===== src/rtl/stmf_pkg.sv =====
package stmf_pkg;
  localparam int unsigned MF_LEN = 20;  // frames per multiframe
  localparam int unsigned Q_STEP = 5;   // spacing of Q / S slots
  localparam int unsigned SUB_W  = 4;   // bits per S word and Q nibble
  localparam int unsigned N_SUB  = 2;   // S subchannels

  typedef enum logic {
    FA_MIRROR = 1'b0,
    FA_GEN    = 1'b1
  } fa_mode_e;
endpackage


===== src/rtl/stmf_slot_dec.sv =====
module stmf_slot_dec #(
  parameter int unsigned STEP = stmf_pkg::Q_STEP,
  parameter int unsigned CW   = 5,
  parameter int unsigned IW   = 2
) (
  input  logic [CW-1:0] frame_i,
  output logic [CW-1:0] slot_o,   // position within a 5-frame group, 0-based
  output logic [IW-1:0] grp_o     // group number, 0-based
);
  localparam logic [CW-1:0] STEP_C = CW'(STEP);
  localparam logic [CW-1:0] ONE_C  = CW'(1);

  logic [CW-1:0] zb;
  logic [CW-1:0] grp_full;

  always_comb begin
    zb       = frame_i - ONE_C;
    slot_o   = zb % STEP_C;
    grp_full = zb / STEP_C;
    grp_o    = IW'(grp_full);
  end
endmodule


===== src/rtl/stmf_frame_ctr.sv =====
module stmf_frame_ctr #(
  parameter int unsigned LEN = stmf_pkg::MF_LEN,
  parameter int unsigned CW  = 5
) (
  input  logic          clk_i,
  input  logic          rst_ni,
  input  logic          frame_i,
  input  logic          resync_i,
  output logic          evt_o,
  output logic [CW-1:0] nxt_o,
  output logic [CW-1:0] cnt_o
);
  localparam logic [CW-1:0] LAST_C  = CW'(LEN);
  localparam logic [CW-1:0] FIRST_C = CW'(1);

  logic [CW-1:0] cnt_q;

  always_comb begin
    evt_o = frame_i | resync_i;
    if (resync_i)             nxt_o = FIRST_C;
    else if (cnt_q == LAST_C) nxt_o = FIRST_C;
    else                      nxt_o = cnt_q + FIRST_C;
  end

  always_ff @(posedge clk_i or negedge rst_ni) begin
    if (!rst_ni)    cnt_q <= LAST_C;
    else if (evt_o) cnt_q <= nxt_o;
  end

  assign cnt_o = cnt_q;
endmodule


===== src/rtl/stmf_tx_gen.sv =====
module stmf_tx_gen
  import stmf_pkg::*;
#(
  parameter int unsigned NS  = N_SUB,
  parameter int unsigned SW  = SUB_W,
  parameter int unsigned CW  = 5,
  parameter int unsigned IW  = 2
) (
  input  logic                 clk_i,
  input  logic                 rst_ni,
  input  logic                 evt_i,
  input  logic [CW-1:0]        nxt_i,
  input  logic [CW-1:0]        cur_i,
  input  logic [CW-1:0]        cur_slot_i,
  input  logic [IW-1:0]        cur_grp_i,
  input  logic                 msync_i,
  input  logic                 rx_fa_i,
  input  logic [NS-1:0][SW-1:0] s_word_i,
  output logic                 tx_fa_o,
  output logic                 tx_n_o,
  output logic                 tx_m_o,
  output logic                 tx_s_o
);
  localparam logic [CW-1:0] FIRST_C = CW'(1);

  fa_mode_e              mode_q;
  logic                  last_fa_q;
  logic [NS-1:0][SW-1:0] s_q;
  logic [NS-1:0]         s_hit;
  logic [NS-1:0]         s_bit;

  always_ff @(posedge clk_i or negedge rst_ni) begin
    if (!rst_ni) begin
      mode_q    <= FA_MIRROR;
      last_fa_q <= 1'b0;
      s_q       <= '1;
    end else if (evt_i) begin
      mode_q    <= msync_i ? FA_GEN : FA_MIRROR;
      last_fa_q <= rx_fa_i;
      if (nxt_i == FIRST_C) s_q <= s_word_i;  // snapshot per multiframe
    end
  end

  for (genvar g = 0; g < NS; g++) begin : g_sub
    assign s_hit[g] = (cur_slot_i == CW'(g));
    assign s_bit[g] = s_q[g][cur_grp_i];
  end

  always_comb begin
    tx_s_o = 1'b1;
    for (int g = 0; g < NS; g++) begin
      if (s_hit[g]) tx_s_o = s_bit[g];
    end
    tx_fa_o = (mode_q == FA_GEN) ? (cur_slot_i == '0) : last_fa_q;
    tx_n_o  = ~tx_fa_o;
    tx_m_o  = (cur_i == FIRST_C);
  end
endmodule


===== src/rtl/stmf_q_rx.sv =====
module stmf_q_rx #(
  parameter int unsigned SW = stmf_pkg::SUB_W,
  parameter int unsigned CW = 5,
  parameter int unsigned IW = 2
) (
  input  logic          clk_i,
  input  logic          rst_ni,
  input  logic          evt_i,
  input  logic [CW-1:0] nxt_slot_i,
  input  logic [IW-1:0] nxt_grp_i,
  input  logic          rx_fa_i,
  output logic [SW-1:0] q_o,
  output logic          q_valid_o
);
  localparam logic [IW-1:0] LAST_G = IW'(SW - 1);

  logic [SW-1:0] acc_q;
  logic [SW-1:0] acc_d;
  logic          cap;
  logic          done;

  always_comb begin
    cap   = evt_i && (nxt_slot_i == '0);
    done  = cap && (nxt_grp_i == LAST_G);
    acc_d = acc_q;
    if (cap) acc_d[nxt_grp_i] = rx_fa_i;
  end

  always_ff @(posedge clk_i or negedge rst_ni) begin
    if (!rst_ni) begin
      acc_q     <= '0;
      q_o       <= '0;
      q_valid_o <= 1'b0;
    end else begin
      acc_q     <= acc_d;
      q_valid_o <= done;
      if (done) q_o <= acc_d;
    end
  end
endmodule


===== src/rtl/stmf_ctrl.sv =====
module stmf_ctrl
  import stmf_pkg::*;
#(
  parameter int unsigned LEN   = MF_LEN,
  parameter int unsigned STEP  = Q_STEP,
  parameter int unsigned SW    = SUB_W,
  parameter int unsigned IDX_W = $clog2(LEN + 1)
) (
  input  logic             clk_i,
  input  logic             rst_ni,
  input  logic             frame_i,
  input  logic             resync_i,
  input  logic             msync_i,
  input  logic             rx_fa_i,
  input  logic [SW-1:0]    s1_word_i,
  input  logic [SW-1:0]    s2_word_i,
  output logic             tx_fa_o,
  output logic             tx_n_o,
  output logic             tx_m_o,
  output logic             tx_s_o,
  output logic [SW-1:0]    q_nibble_o,
  output logic             q_valid_o,
  output logic [IDX_W-1:0] frame_idx_o
);
  localparam int unsigned IW = (SW > 1) ? $clog2(SW) : 1;

  logic                     evt;
  logic [IDX_W-1:0]         nxt, cur;
  logic [IDX_W-1:0]         cur_slot, nxt_slot;
  logic [IW-1:0]            cur_grp, nxt_grp;
  logic [N_SUB-1:0][SW-1:0] s_words;

  assign s_words = {s2_word_i, s1_word_i};

  stmf_frame_ctr #(.LEN(LEN), .CW(IDX_W)) u_ctr (
    .clk_i, .rst_ni, .frame_i, .resync_i,
    .evt_o(evt), .nxt_o(nxt), .cnt_o(cur)
  );

  stmf_slot_dec #(.STEP(STEP), .CW(IDX_W), .IW(IW)) u_dec_cur (
    .frame_i(cur), .slot_o(cur_slot), .grp_o(cur_grp)
  );

  stmf_slot_dec #(.STEP(STEP), .CW(IDX_W), .IW(IW)) u_dec_nxt (
    .frame_i(nxt), .slot_o(nxt_slot), .grp_o(nxt_grp)
  );

  stmf_tx_gen #(.NS(N_SUB), .SW(SW), .CW(IDX_W), .IW(IW)) u_tx (
    .clk_i, .rst_ni, .evt_i(evt), .nxt_i(nxt), .cur_i(cur),
    .cur_slot_i(cur_slot), .cur_grp_i(cur_grp),
    .msync_i, .rx_fa_i, .s_word_i(s_words),
    .tx_fa_o, .tx_n_o, .tx_m_o, .tx_s_o
  );

  stmf_q_rx #(.SW(SW), .CW(IDX_W), .IW(IW)) u_q (
    .clk_i, .rst_ni, .evt_i(evt), .nxt_slot_i(nxt_slot), .nxt_grp_i(nxt_grp),
    .rx_fa_i, .q_o(q_nibble_o), .q_valid_o
  );

  assign frame_idx_o = cur;
endmodule


===== config.mk =====
export PLATFORM = sky130hd
export DESIGN_NAME = stmf_ctrl
export DESIGN_NICKNAME = d
export VERILOG_FILES = /design/src/rtl/stmf_pkg.sv /design/src/rtl/stmf_slot_dec.sv /design/src/rtl/stmf_frame_ctr.sv /design/src/rtl/stmf_tx_gen.sv /design/src/rtl/stmf_q_rx.sv /design/src/rtl/stmf_ctrl.sv
export SDC_FILE = /design/constraint.sdc
export NUM_CORES = 1
export LEC_CHECK = 0
export BUFFER_PORTS_ARGS = -buffer_cell sky130_fd_sc_hd__clkbuf_2
export CORE_MARGIN = 3
export CORE_UTILIZATION = 52
export DETAILED_ROUTE_END_ITERATION = 10
export MAX_ROUTING_LAYER = met4
export PLACE_DENSITY = 0.85
export REMOVE_ABC_BUFFERS = 1
export SYNTH_ARGS = -nofsm -noshare
export SYNTH_HDL_FRONTEND = slang
export SYNTH_SLANG_ARGS = --single-unit

===== constraint.sdc =====
create_clock -name clk_i -period 3.6 [get_ports clk_i]
set_input_delay 0.18 -clock clk_i [delete_from_list [all_inputs] [get_ports clk_i]]
set_output_delay 0.18 -clock clk_i [all_outputs]
set_load 0.02 [all_outputs]

==> flow_metrics.tcl <==
set metrics [dict create \
    antenna_found_initial 0 \
    clkTransAtPathRegs_ps 80 \
    powerDensity_nw_per_um2 447 \
    synth_compound_area_frac 0.172 \
    min_path_cells 2 \
    die_h_um 66.8 \
    crit_path_start_kind "flop" \
    grt.overflow.total 0 \
    vias_per_cell 6.00 \
    synth-xor-area-share 0.0456 \
    cap_violations 0 \
    fin_crit_ps 3960 \
    cts_buffers 3 \
    synthFlopType "dfrtp_1" \
    hold_class "in -> reg" \
    vias 1872 \
    path_cells "buf_6, nor4_4, nor2_4, ha_4, buf_4, a21oi_4, o21ai_4, buf_6, a31o_4, buf_6, a2111oi_4, o211a_1, mux4_2, nand2_1, nand4_1, clkbuf_8" \
    clock_path_buffers 2 \
    stdcell_area_um2 2780 \
    synth-simple-area-share 0.192 \
    synth.most_common_cell "mux2_2" \
    slowest_delay_ps 510 \
    gp_congestion 0.884 \
    hold_viol_final 0 \
    grt_pass1_vias 1918 \
    critPathKind "reg -> out" \
    start_util 0.558 \
    cp_slowest_cell "mux4_2" \
    r2r.worst_path.cells 14 \
    grt_max_degree 24 \
    required_ps 3420 \
    fin_cells 312 \
    synthMuxAreaShare 0.163 \
    ys_types 55 \
    place_area_um2 2310 \
    status "finished, violations left" \
    async_flop_share 1.00 \
    yosys_warnings 0 \
    p_leak_nw 1.25 \
    core-area_um2 3440 \
    cp_common_cell "buf_6" \
    yosys-top-cells-area "dfrtp_1 (17%), dfstp_2 (14%), mux2_2 (11%), ha_1 (8.5%), xnor2_1 (2.7%)" \
    r2r_start "u_ctr.cnt_o[0]$_DFFE_PN0N_" \
    synthTopCellsByCount "mux2_2 (19), dfrtp_1 (13), ha_1 (13), dfstp_2 (10), nand2_1 (10)" \
    htreeDepth 1 \
    post_drt_wl_per_cell_um 18.8 \
    utilization 0.808 \
    synth_area_per_cell_um2 9.81 \
    grt_pass1_wl_um 8920 \
    cts_root_buf "clkbuf_8" \
    dpl.cell_count 291 \
    yosys.area.top_type_share 0.169 \
    max_slew_margin 0.621 \
    wirelength_um 5850 \
    dpl.hpwl_um 3550 \
    rsz0062_at_grt "true" \
    ys_seq_elements 23 \
    cp_max_fo 4 \
    syn_area_um2 1920 \
    cts.sinks 23 \
    peakVddDrop_v 0.000470 \
    clock.fmax_mhz 252 \
    synth_edf_count 0 \
    cp-end-kind "output pin" \
    die_w_um 66.8 \
    fin_skew_ps 6.03 \
    portBuffers 27 \
    setup_viol 3 \
    die-area_um2 4460 \
    syn2layout_area_growth_pct 44.7 \
    nNetsFinal 294 \
    hold_ws_ps 137 \
    synthCells 196 \
    arrival_ps 3780 \
    r2r-end "u_q.acc_q[0]$_DFF_PN0_" \
    drc 0 \
    final_max_slew_viol_count 0 \
    holdPathEnd "u_tx.s_q[6]$_DFFE_PN1P_" \
    insertion_delay_ps 280 \
    violations "negative setup slack" \
    drt_pass1_iterations 4 \
    ys_seq_area_frac 0.306 \
    dr.first_iter.drc_count 106 \
    synth_fa_ha_area_frac 0.0846 \
    r2r_setup_slack_ps 210 \
    final_antenna_net_count 0 \
    placementRows 21 \
    synth_top_area_cell "dfrtp_1" \
    tns_ps -994 \
    grt_usage 0.271 \
    min_from "s2_word_i[2]" \
    cts_tree "done" \
    post-route-period-util 1.10 \
    synth_top_family_by_area "simple AND/OR/NAND/NOR gates" \
    fin_ws_ps -361 \
    ios 28 \
    diodes 0 \
    drive_gt1_frac 0.564 \
    tightest_slew_ps 567 \
]
[report_power, final]
part | total, mW | switching [mW] | internal [mW]
logic | 0.705 | 0.344 | 0.360
registers | 0.374 | 0.0387 | 0.336
clock network | 0.164 | 0.0860 | 0.0776
[area by class of cell]
class,count,area [um^2]
Tap cell,46,57.6
Sequential cell,23,589
Fill cell,208,661
Clock buffer,3,41.3
Inverter,8,30.0
Clock inverter,1,5.00
Multi-Input combinational cell,156,1520
Timing Repair Buffer,75,534
[cells in the final DEF (no fill, tap or decap), drive strengths merged, types with 2 or more instances in the layout]
| master | count |
|---|---|
| nand3 | 6 |
| and2 | 4 |
| mux4 | 2 |
| o21a | 5 |
| nor3b | 4 |
| dfrtp | 13 |
| and3b | 3 |
| nor4 | 4 |
| dfstp | 10 |
| inv | 8 |
| xnor2 | 6 |
| buf | 49 |
| a31oi | 2 |
| mux2 | 20 |
| a21oi | 8 |
| nand2b | 4 |
| nand2 | 10 |
| a31o | 3 |
| nor3 | 5 |
| o31ai | 2 |
| ha | 13 |
| a2111oi | 2 |
| nor2b | 3 |
| nand4 | 2 |
| nor2 | 9 |
| clkbuf | 28 |
| xor2 | 4 |
| o21ai | 11 |
| mux2i | 4 |
| a211oi | 4 |
[metrics by stage]
step | total power [mW] | setup WS (ps)
floorplan | 0.693 | -691
global placement | 0.853 | -33.0
detailed placement | 0.881 | -154
CTS | 1.14 | -164
global route | 1.32 | -494
finish | 1.24 | -361
[logic make-up after synthesis]
| group | count (synthesis) |
|---|---|
| AO/OA/AOI/OAI | 46 |
| XOR/XNOR | 10 |
| adder cells (fa/ha/maj) | 13 |
| buffers and inverters | 17 |
| flip-flops | 23 |
| multiplexers | 26 |
| AND/OR/NAND/NOR | 61 |
[metal layers]
| layer | wire [um] | share of wire | GRT usage |
|---|---|---|---|
| met4 | 103 | 0.018 | 0.129 |
| met3 | 166 | 0.028 | 0.0337 |
| met5 | 0 | 0 | - |
| met1 | 2270 | 0.39 | 0.300 |
| met2 | 3320 | 0.57 | 0.481 |
[repair_timing]
action,in CTS,in global routing
buffers inserted,12,6
endpoints found under the hold margin,13,0
setup endpoints to repair,3,5
pin swaps,16,18
resized for setup,33,27
hold buffers,1,0
[sequential cells by signal, indices dropped and copies added, names as in the netlist]
signal / count
u_tx.s_q: 8
u_ctr.cnt_o: 5
u_q.q_o: 4
u_q.acc_q: 3
u_q.q_valid_o: 1
u_tx.last_fa_q: 1
u_tx.mode_q: 1
[worst max-delay path by stage]
stage             end                        from
2_1_floorplan  tx_s_o  u_ctr.cnt_o[0]$_DFFE_PN0N_
3_3_place_gp   tx_s_o  u_ctr.cnt_o[0]$_DFFE_PN0N_
3_5_place_dp   tx_s_o  u_ctr.cnt_o[0]$_DFFE_PN0N_
4_1_cts        tx_s_o  u_ctr.cnt_o[1]$_DFFE_PN0N_
5_1_grt        tx_s_o  u_ctr.cnt_o[0]$_DFFE_PN0N_
6_report       tx_s_o  u_ctr.cnt_o[1]$_DFFE_PN0N_
[worst max-delay path: cells and delay by family, from the launching register on]
family / cells / cell delay [ps]
AO/OA/AOI/OAI: 5 / 1040
buffers and inverters: 5 / 690
multiplexers: 1 / 510
AND/OR/NAND/NOR: 4 / 620
adder cells (fa/ha/maj): 1 / 180
flip-flops: 1 / 450
Note: power is estimated with default switching activity, not from simulation.
